$ cat src/rtl/flash_guard_pkg.sv
`timescale 1ns/1ps
package flash_guard_pkg;

  localparam int NUM_BLOCKS = 7;
  localparam int ADDR_W     = 18;
  localparam int IDX_W      = $clog2(NUM_BLOCKS);

  typedef enum logic [1:0] {
    LVL_LOW  = 2'b00,
    LVL_NORM = 2'b01,
    LVL_HV   = 2'b10,
    LVL_ALT  = 2'b11
  } level_e;

  typedef struct packed {
    logic busy;
    logic abortStb;
    logic tempUnlock;
    logic acceptReq;
    logic acceptProt;
  } ctrl_strobe_t;

  // Block index for the layout with the boot block at the top of the map.
  function automatic logic [IDX_W-1:0] decodeTop(input logic [ADDR_W-1:0] a);
    logic [IDX_W-1:0] idx;
    case (a[17:16])
      2'd0: idx = IDX_W'(0);
      2'd1: idx = IDX_W'(1);
      2'd2: idx = IDX_W'(2);
      default: begin
        if (!a[15])     idx = IDX_W'(3);
        else if (a[14]) idx = IDX_W'(6);
        else if (a[13]) idx = IDX_W'(5);
        else            idx = IDX_W'(4);
      end
    endcase
    return idx;
  endfunction

endpackage

$ cat src/rtl/flash_guard_ctrl.sv
`timescale 1ns/1ps
module flash_guard_ctrl
  import flash_guard_pkg::*;
#(
  parameter int LOW_MIN_CYC = 50,
  parameter int FAST_CYC    = 5,
  parameter int SLOW_CYC    = 1000
) (
  input  logic         clk,
  input  logic         rstN,
  input  logic [1:0]   resetLevel,
  input  logic         engActive,
  input  logic         reqValid,
  input  logic         protWrite,
  output ctrl_strobe_t strobe
);

  localparam int MAX_REC = (SLOW_CYC > FAST_CYC) ? SLOW_CYC : FAST_CYC;
  localparam int LCNT_W  = $clog2(LOW_MIN_CYC + 1);
  localparam int RCNT_W  = $clog2(MAX_REC + 1);

  typedef enum logic [1:0] {ST_IDLE, ST_HELD, ST_RECOVER} state_e;

  state_e            state;
  logic [LCNT_W-1:0] lowCnt;
  logic [RCNT_W-1:0] recCnt;
  logic [RCNT_W-1:0] recTarget;
  logic              slowSel;
  logic              abortQ;
  logic              isLow;
  logic              takeReset;

  assign isLow     = (resetLevel == LVL_LOW);
  assign takeReset = (state == ST_IDLE) && isLow &&
                     (lowCnt == LCNT_W'(LOW_MIN_CYC - 1));
  assign recTarget = slowSel ? RCNT_W'(SLOW_CYC) : RCNT_W'(FAST_CYC);

  always_ff @(posedge clk or negedge rstN) begin
    if (!rstN) begin
      state   <= ST_IDLE;
      lowCnt  <= '0;
      recCnt  <= '0;
      slowSel <= 1'b0;
      abortQ  <= 1'b0;
    end else begin
      abortQ <= takeReset && engActive;

      if (state != ST_IDLE || !isLow)
        lowCnt <= '0;
      else if (lowCnt != LCNT_W'(LOW_MIN_CYC))
        lowCnt <= lowCnt + 1'b1;

      case (state)
        ST_IDLE: begin
          if (takeReset) begin
            state   <= ST_HELD;
            slowSel <= engActive;
          end
        end
        ST_HELD: begin
          if (!isLow) begin
            state  <= ST_RECOVER;
            recCnt <= '0;
          end
        end
        ST_RECOVER: begin
          if (isLow)
            state <= ST_HELD;
          else if (recCnt == recTarget - 1'b1)
            state <= ST_IDLE;
          else
            recCnt <= recCnt + 1'b1;
        end
        default: state <= ST_IDLE;
      endcase
    end
  end

  always_comb begin
    strobe.busy       = (state != ST_IDLE);
    strobe.abortStb   = abortQ;
    strobe.tempUnlock = (resetLevel == LVL_HV);
    strobe.acceptReq  = reqValid && (state == ST_IDLE);
    strobe.acceptProt = protWrite && (state == ST_IDLE);
  end

endmodule

$ cat src/rtl/flash_guard_dp.sv
`timescale 1ns/1ps
module flash_guard_dp
  import flash_guard_pkg::*;
#(
  parameter bit                  TOP_BOOT  = 1'b1,
  parameter logic [NUM_BLOCKS-1:0] PROT_INIT = '0
) (
  input  logic                  clk,
  input  logic                  rstN,
  input  logic [ADDR_W-1:0]     addr,
  input  logic                  protValue,
  input  ctrl_strobe_t          strobe,
  output logic [IDX_W-1:0]      blockIdx,
  output logic [NUM_BLOCKS-1:0] writeOk,
  output logic                  reqGrant,
  output logic                  reqErr
);

  logic [NUM_BLOCKS-1:0] protBits;

  generate
    if (TOP_BOOT) begin : g_top
      assign blockIdx = decodeTop(addr);
    end else begin : g_bottom
      assign blockIdx = IDX_W'(NUM_BLOCKS - 1) - decodeTop(~addr);
    end
  endgenerate

  generate
    for (genvar g = 0; g < NUM_BLOCKS; g++) begin : g_prot
      always_ff @(posedge clk or negedge rstN) begin
        if (!rstN)
          protBits[g] <= PROT_INIT[g];
        else if (strobe.acceptProt && blockIdx == IDX_W'(g))
          protBits[g] <= protValue;
      end
    end
  endgenerate

  assign writeOk = ~protBits | {NUM_BLOCKS{strobe.tempUnlock}};

  always_ff @(posedge clk or negedge rstN) begin
    if (!rstN) begin
      reqGrant <= 1'b0;
      reqErr   <= 1'b0;
    end else begin
      reqGrant <= strobe.acceptReq &&  writeOk[blockIdx];
      reqErr   <= strobe.acceptReq && !writeOk[blockIdx];
    end
  end

endmodule

$ cat src/rtl/flash_guard.sv
`timescale 1ns/1ps
module flash_guard
  import flash_guard_pkg::*;
#(
  parameter int          CLK_NS     = 10,
  parameter int          LOW_MIN_NS = 500,
  parameter int          FAST_NS    = 50,
  parameter int          SLOW_NS    = 10000,
  parameter bit          TOP_BOOT   = 1'b1,
  parameter logic [6:0]  PROT_INIT  = 7'b0
) (
  input  logic        clk,
  input  logic        rstN,
  input  logic [1:0]  resetLevel,
  input  logic [17:0] addr,
  input  logic        engActive,
  input  logic        reqValid,
  input  logic        protWrite,
  input  logic        protValue,
  output logic        busy,
  output logic        abortPulse,
  output logic [2:0]  blockIdx,
  output logic [6:0]  writeOk,
  output logic        reqGrant,
  output logic        reqErr
);

  localparam int LOW_MIN_CYC = ((LOW_MIN_NS + CLK_NS - 1) / CLK_NS < 1) ? 1 : (LOW_MIN_NS + CLK_NS - 1) / CLK_NS;
  localparam int FAST_CYC    = ((FAST_NS + CLK_NS - 1) / CLK_NS < 1) ? 1 : (FAST_NS + CLK_NS - 1) / CLK_NS;
  localparam int SLOW_CYC    = ((SLOW_NS + CLK_NS - 1) / CLK_NS < 1) ? 1 : (SLOW_NS + CLK_NS - 1) / CLK_NS;

  ctrl_strobe_t strobe;

  flash_guard_ctrl #(
    .LOW_MIN_CYC(LOW_MIN_CYC),
    .FAST_CYC   (FAST_CYC),
    .SLOW_CYC   (SLOW_CYC)
  ) u_ctrl (
    .clk       (clk),
    .rstN      (rstN),
    .resetLevel(resetLevel),
    .engActive (engActive),
    .reqValid  (reqValid),
    .protWrite (protWrite),
    .strobe    (strobe)
  );

  flash_guard_dp #(
    .TOP_BOOT (TOP_BOOT),
    .PROT_INIT(PROT_INIT)
  ) u_dp (
    .clk      (clk),
    .rstN     (rstN),
    .addr     (addr),
    .protValue(protValue),
    .strobe   (strobe),
    .blockIdx (blockIdx),
    .writeOk  (writeOk),
    .reqGrant (reqGrant),
    .reqErr   (reqErr)
  );

  assign busy       = strobe.busy;
  assign abortPulse = strobe.abortStb;

endmodule

$ cat config.mk
export PLATFORM = sky130hd
export DESIGN_NAME = flash_guard
export DESIGN_NICKNAME = d
export VERILOG_FILES = /design/src/rtl/flash_guard_pkg.sv /design/src/rtl/flash_guard_ctrl.sv /design/src/rtl/flash_guard_dp.sv /design/src/rtl/flash_guard.sv
export SDC_FILE = /design/constraint.sdc
export NUM_CORES = 1
export LEC_CHECK = 0
export BUFFER_PORTS_ARGS = -buffer_cell sky130_fd_sc_hd__buf_2
export CAP_MARGIN = 10
export CORE_UTILIZATION = 45
export CTS_CLUSTER_DIAMETER = 120
export DETAILED_ROUTE_END_ITERATION = 8
export MAX_ROUTING_LAYER = met4
export PLACE_DENSITY = 0.68
export SLEW_MARGIN = 20
export SYNTH_ARGS = -nofsm -noshare
export SYNTH_HDL_FRONTEND = slang
export SYNTH_HIERARCHICAL = 1
export SYNTH_SLANG_ARGS = --single-unit
$ cat constraint.sdc
create_clock -name clk -period 2.5 [get_ports clk]
set_clock_uncertainty 0.1 [all_clocks]
set_input_delay 0.25 -clock clk [delete_from_list [all_inputs] [get_ports clk]]
set_output_delay 0.25 -clock clk [all_outputs]
set_load 0.1 [all_outputs]
* Yosys cells after proc, flatten, opt, wreduce, memory -nomap -nowiden *
Index checks and enable logic that the tools add are counted.

storage, ports and cells
  flip-flop bits (word level) = 29
  input bits = 26
  output and inout bits = 14
  word-level logic and storage cells = 84

operators by class
  $add $sub $neg = 3
  magnitude comparators = 1
  eq/ne operators = 19
  muxes and demuxes = 18
  bitwise operators = 2
  reductions and logical operators = 27

operators by type and width
  kind                                                        count
  two-way mux 10 bit                                          4
  one-hot mux 10 bit (2 select lines)                         1
  logical AND 1 bit                                           14
  two-way mux 6 bit                                           2
  adder 10 x 1 -> 10 bit, second input constant               1
  equality test 10 bit                                        1
  subtractor 10 x 1 -> 10 bit, second input constant          1
  equality test 3 bit, second input constant                  3
  one-hot mux 3 bit (3 select lines)                          1
  two-way mux 2 bit                                           4
  inverter 7 bit                                              1
  OR 7 bit                                                    1
  adder 6 x 1 -> 6 bit, second input constant                 1
  equality test 2 bit, second input constant                  3
  equality test 3 x 2 -> 1 bit, second input constant         2
  equality test 6 bit, second input constant                  1
  zero test 2 bit                                             3
  two-way mux 3 bit                                           2
  inequality test 2 bit, second input constant                3
  inequality test 6 bit, second input constant                1
  one-hot mux 2 bit (3 select lines)                          1
  nonzero test 2 bit                                          3
  equality test 2 x 1 -> 1 bit, second input constant         2
  less-than comparator 3 x 4 -> 1 bit, second input constant  1
  other kinds (11)                                            13

* Longest topological paths before layout *
  depth after elaboration = 8
  mapped depth = 6

* By module *
The synthesis kept the hierarchy.

by module, submodules not included
  module            times used  cells an instance  area each (sq um)
  flash_guard_ctrl  1           133                1219.9
  flash_guard_dp    1           54                 528.0

* Worst setup path before layout *
OpenSTA, ideal clock, no wires.

  path kind = input port to flip-flop
  from = input port resetLevel[1]
  to = register u_dp.reqGrant
  arrival = 1773 ps
  path slack = 508 ps
  stages on the path = 6
  buffers on the path = 0
  cell sequence = nor2b_1 clkinv_1 nand2_1 o211ai_1 a32oi_1 and2_1

between the ends
  word-level cells in the longest chain between the ends = 5

RTL lines
  item                                     line                    RTL
  from (decl)                              flash_guard.sv:14       input logic [1:0] resetLevel,
  equality test 2 bit                      flash_guard_ctrl.sv:82  strobe.tempUnlock = (resetLevel == LVL_HV);
  OR 7 bit                                 flash_guard_dp.sv:40    assign writeOk = ~protBits | {NUM_BLOCKS{strobe.tempUnlock}};
  named net writeOk[4]                     flash_guard.sv:23       output logic [6:0] writeOk,
  binary-select mux 1 bit (select 3 bit)   flash_guard_dp.sv:47    reqGrant <= strobe.acceptReq && writeOk[blockIdx];
  two-way mux 1 bit (not written as such)  flash_guard_dp.sv:47
  logical AND 1 bit                        flash_guard_dp.sv:47
  to (signal assigned)                     flash_guard_dp.sv:47
  to (decl)                                flash_guard_dp.sv:15    output logic reqGrant,

The timed path passes the listed nets, and every way through them passes these cells. The select of a mux whose other input is x is not followed.
A chain may end at the register's enable or synchronous reset.

* Worst setup path after layout *
  from = register u_ctrl.state[1]
  to = output port busy

between the ends
  word-level cells in the longest chain between the ends = 1

RTL lines
  item                    line                    RTL
  from (decl)             flash_guard_ctrl.sv:24  state_e state;
  from (signal assigned)  flash_guard_ctrl.sv:40  state <= ST_IDLE;
  from (signal assigned)  flash_guard_ctrl.sv:56  state <= ST_HELD;
  from (signal assigned)  flash_guard_ctrl.sv:62  state <= ST_RECOVER;
  nonzero test 2 bit      flash_guard_ctrl.sv:80  strobe.busy = (state != ST_IDLE);
  to (decl)               flash_guard.sv:20       output logic busy,

Every way passes these cells.

==> impl_metrics.tcl <==
set metrics [dict create \
    synthFlopType "dfrtp_1" \
    post-place-ws_ns 0.727 \
    clk_pin_slew_ns 0.06 \
    antenna_cells 0 \
    slew_viol_final 0 \
    tritoncts "yes" \
    synth.most_common_cell "dfrtp_1" \
    io_pins 40 \
    yosys-top-cells-area "dfrtp_1, mux2_2, nand2_1" \
    ir_drop_v 0.000335 \
    leakagePower_nw 0.900 \
    r2r-start "u_ctrl/state[1]$_DFFE_PN0P_" \
    setup_slack_ns 0.626 \
    grt_usage 0.211 \
    async_flop_share 1.00 \
    wl_per_cell_um 13.9 \
    synth_top_area_cell "dfrtp_1" \
    fin_cells 267 \
    wl_mm 3.70 \
    syn_to_final_growth_pct 16.8 \
    ys_ff_latch 29 \
    chipHeight_um 64.3 \
    antenna_found_initial 0 \
    grt_pass1_wl_mm 6.42 \
    status "finished clean" \
    worst_r2r_endpoint "u_dp/protBits[3]$_DFFE_PN0P_" \
    finalCritPeriodShare 0.749 \
    critPathLaunch "u_ctrl/state[1]$_DFFE_PN0P_" \
    gp_congestion 0.882 \
    coreArea_mm2 0.00369 \
    power.density_mw_per_mm2 886 \
    holdWs_ns 0.157 \
    vias 1509 \
    rows 22 \
    rsz0062_at_grt "no" \
    rrSetupSlack_ns 0.70 \
    drc_errors 0 \
    synth_edf_count 0 \
    cts-root-buf "clkbuf_8" \
    worst_setup_path_end_kind "primary output" \
    finalSetupViolCount 0 \
    drive_above_1_share 0.260 \
    worstPathBufferInverterCount 3 \
    drt-initial-drc-count 103 \
    min_path_type "in -> reg" \
    die_area_mm2 0.00414 \
    syn_nets 217 \
    hpwl_mm 2.63 \
    netlist_top_cells_count "dfrtp_1, nand2_1, nor2_1" \
    drv_cap 0 \
    hold_viol 0 \
    cts.path.max_buffers 2 \
    cp_top_family "buffers and inverters" \
    cts.htree.levels 2 \
    viasPerCell 5.65 \
    synth_top_area_frac 0.415 \
    place_area_mm2 0.00191 \
    fin_crit_ns 1.87 \
    hold_depth 2 \
    start_util 0.474 \
    critPathKind "reg -> out" \
    reg2reg_depth 5 \
    area.sequential_um2 726 \
    hold_buffers 1 \
    grt_start_max_net_pins 30 \
    cts_sinks 29 \
    multi_input_area_um2 938 \
    finalPower_mw 1.81 \
    worstPathCellList "nor2_1, buf_4, inv_1, buf_2" \
    numPortBuffers 26 \
    firstDrtPassIters 4 \
    min_from "engActive" \
    relSlewSlack 0.571 \
    cp_max_fo 8 \
    syn_inst 187 \
    insertion_delay_ns 0.28 \
    start_kind "flip-flop" \
    die_x_um 64.3 \
    yosysSeqAreaShare 0.415 \
    grt_overflow_total 0 \
    finish.net_count 248 \
    ctsResizeCount 0 \
    whs_endpoint "u_ctrl/abortQ$_DFF_PN0_" \
    post_synth.cell_area_avg_um2 9.35 \
    utilization 0.553 \
    cts_setup_buffers 0 \
    yosysWarnings 6 \
    worstPathRequired_ns 2.15 \
    grt_pass1_vias 1383 \
    fin_setup_tns_ns 0 \
    dp.cells 258 \
    worst_pin_slew_ns 0.644 \
    critPathArrivalTime_ns 1.52 \
    final_area_mm2 0.00204 \
    antenna_left 0 \
    slowest_stage "dfrtp_1" \
    fmax_mhz 534 \
    fillers 369 \
    cp_slowest_stage_delay_ns 0.47 \
    synth_area_mm2 0.00175 \
    netlist-cell-type-count 55 \
    numCtsBuffers 5 \
]
==> how the worst max path moves through the flow <==
stage / end / slack, ns / cells past startpoint
after floorplan: u_dp/reqGrant$_DFF_PN0_ / 0.51 / 6
after global placement: u_ctrl/recCnt[0]$_DFFE_PN0P_ / 0.73 / 4
after detailed placement: u_ctrl/recCnt[0]$_DFFE_PN0P_ / 0.73 / 4
after CTS: busy / 0.62 / 4
after global routing: busy / 0.55 / 4
final: busy / 0.63 / 4
==> state kept, by name, summed over array words and instances, names as in the netlist <==
signal	cells
u_ctrl/lowCnt	6
u_dp/protBits	7
u_dp/reqErr	1
u_ctrl/abortQ	1
u_ctrl/state	2
u_ctrl/slowSel	1
u_ctrl/recCnt	10
u_dp/reqGrant	1
==> area by class of cell <==
| class | count | area share |
|---|---|---|
| inverter | 8 | 0.0147 |
| clock inverter | 1 | 0.0147 |
| multi-input combinational | 143 | 0.460 |
| timing repair buffer | 31 | 0.0834 |
| tap | 48 | 0.0294 |
| sequential | 29 | 0.356 |
| clock buffer | 7 | 0.0423 |
==> where the power goes <==
part	total, mW	switching, mW	leakage (nW)	internal, mW
Sequential	0.636	0.0908	0.383	0.546
Clock	0.500	0.175	0.0585	0.324
Combinational	0.672	0.482	0.458	0.191
==> layout by cell type (no fill, tap or decap), types with 3 or more instances in the layout <==
cell / synthesis / layout
dfrtp_1: 29 / 29
buf_2: 1 / 26
nand2_1: 21 / 21
nor2_1: 15 / 15
nand3_1: 10 / 10
o21ai_0: 8 / 8
inv_1: 7 / 7
nand4_1: 7 / 7
mux2_2: 7 / 7
clkbuf_8: 0 / 6
and2_1: 5 / 5
nor3_1: 5 / 5
o31ai_1: 4 / 4
ha_1: 4 / 4
buf_4: 3 / 4
a21oi_1: 3 / 3
nor3b_1: 3 / 3
o22ai_1: 3 / 3
nand3b_1: 3 / 3
o211ai_1: 3 / 3
==> routing by layer <==
| layer | vias up | track usage | part of all wire |
|---|---|---|---|
| met2 | 31 | 0.300 | 0.45 |
| met3 | 7 | 0.0625 | 0.048 |
| met1 | 722 | 0.278 | 0.48 |
| met4 | 0 | 0.0861 | 0.015 |
| li1 | 749 | - | - |
| met5 | - | - | 0 |
==> kinds of logic after synthesis <==
kind of cell             synth area share
multiplexers                       0.0566
XOR/XNOR                           0.0200
AO/OA/AOI/OAI                       0.165
adder cells (fa/ha/maj)            0.0286
flip-flops                          0.415
AND/OR/NAND/NOR                     0.267
buffers and inverters              0.0480
Power figures use the tool's default switching activity.
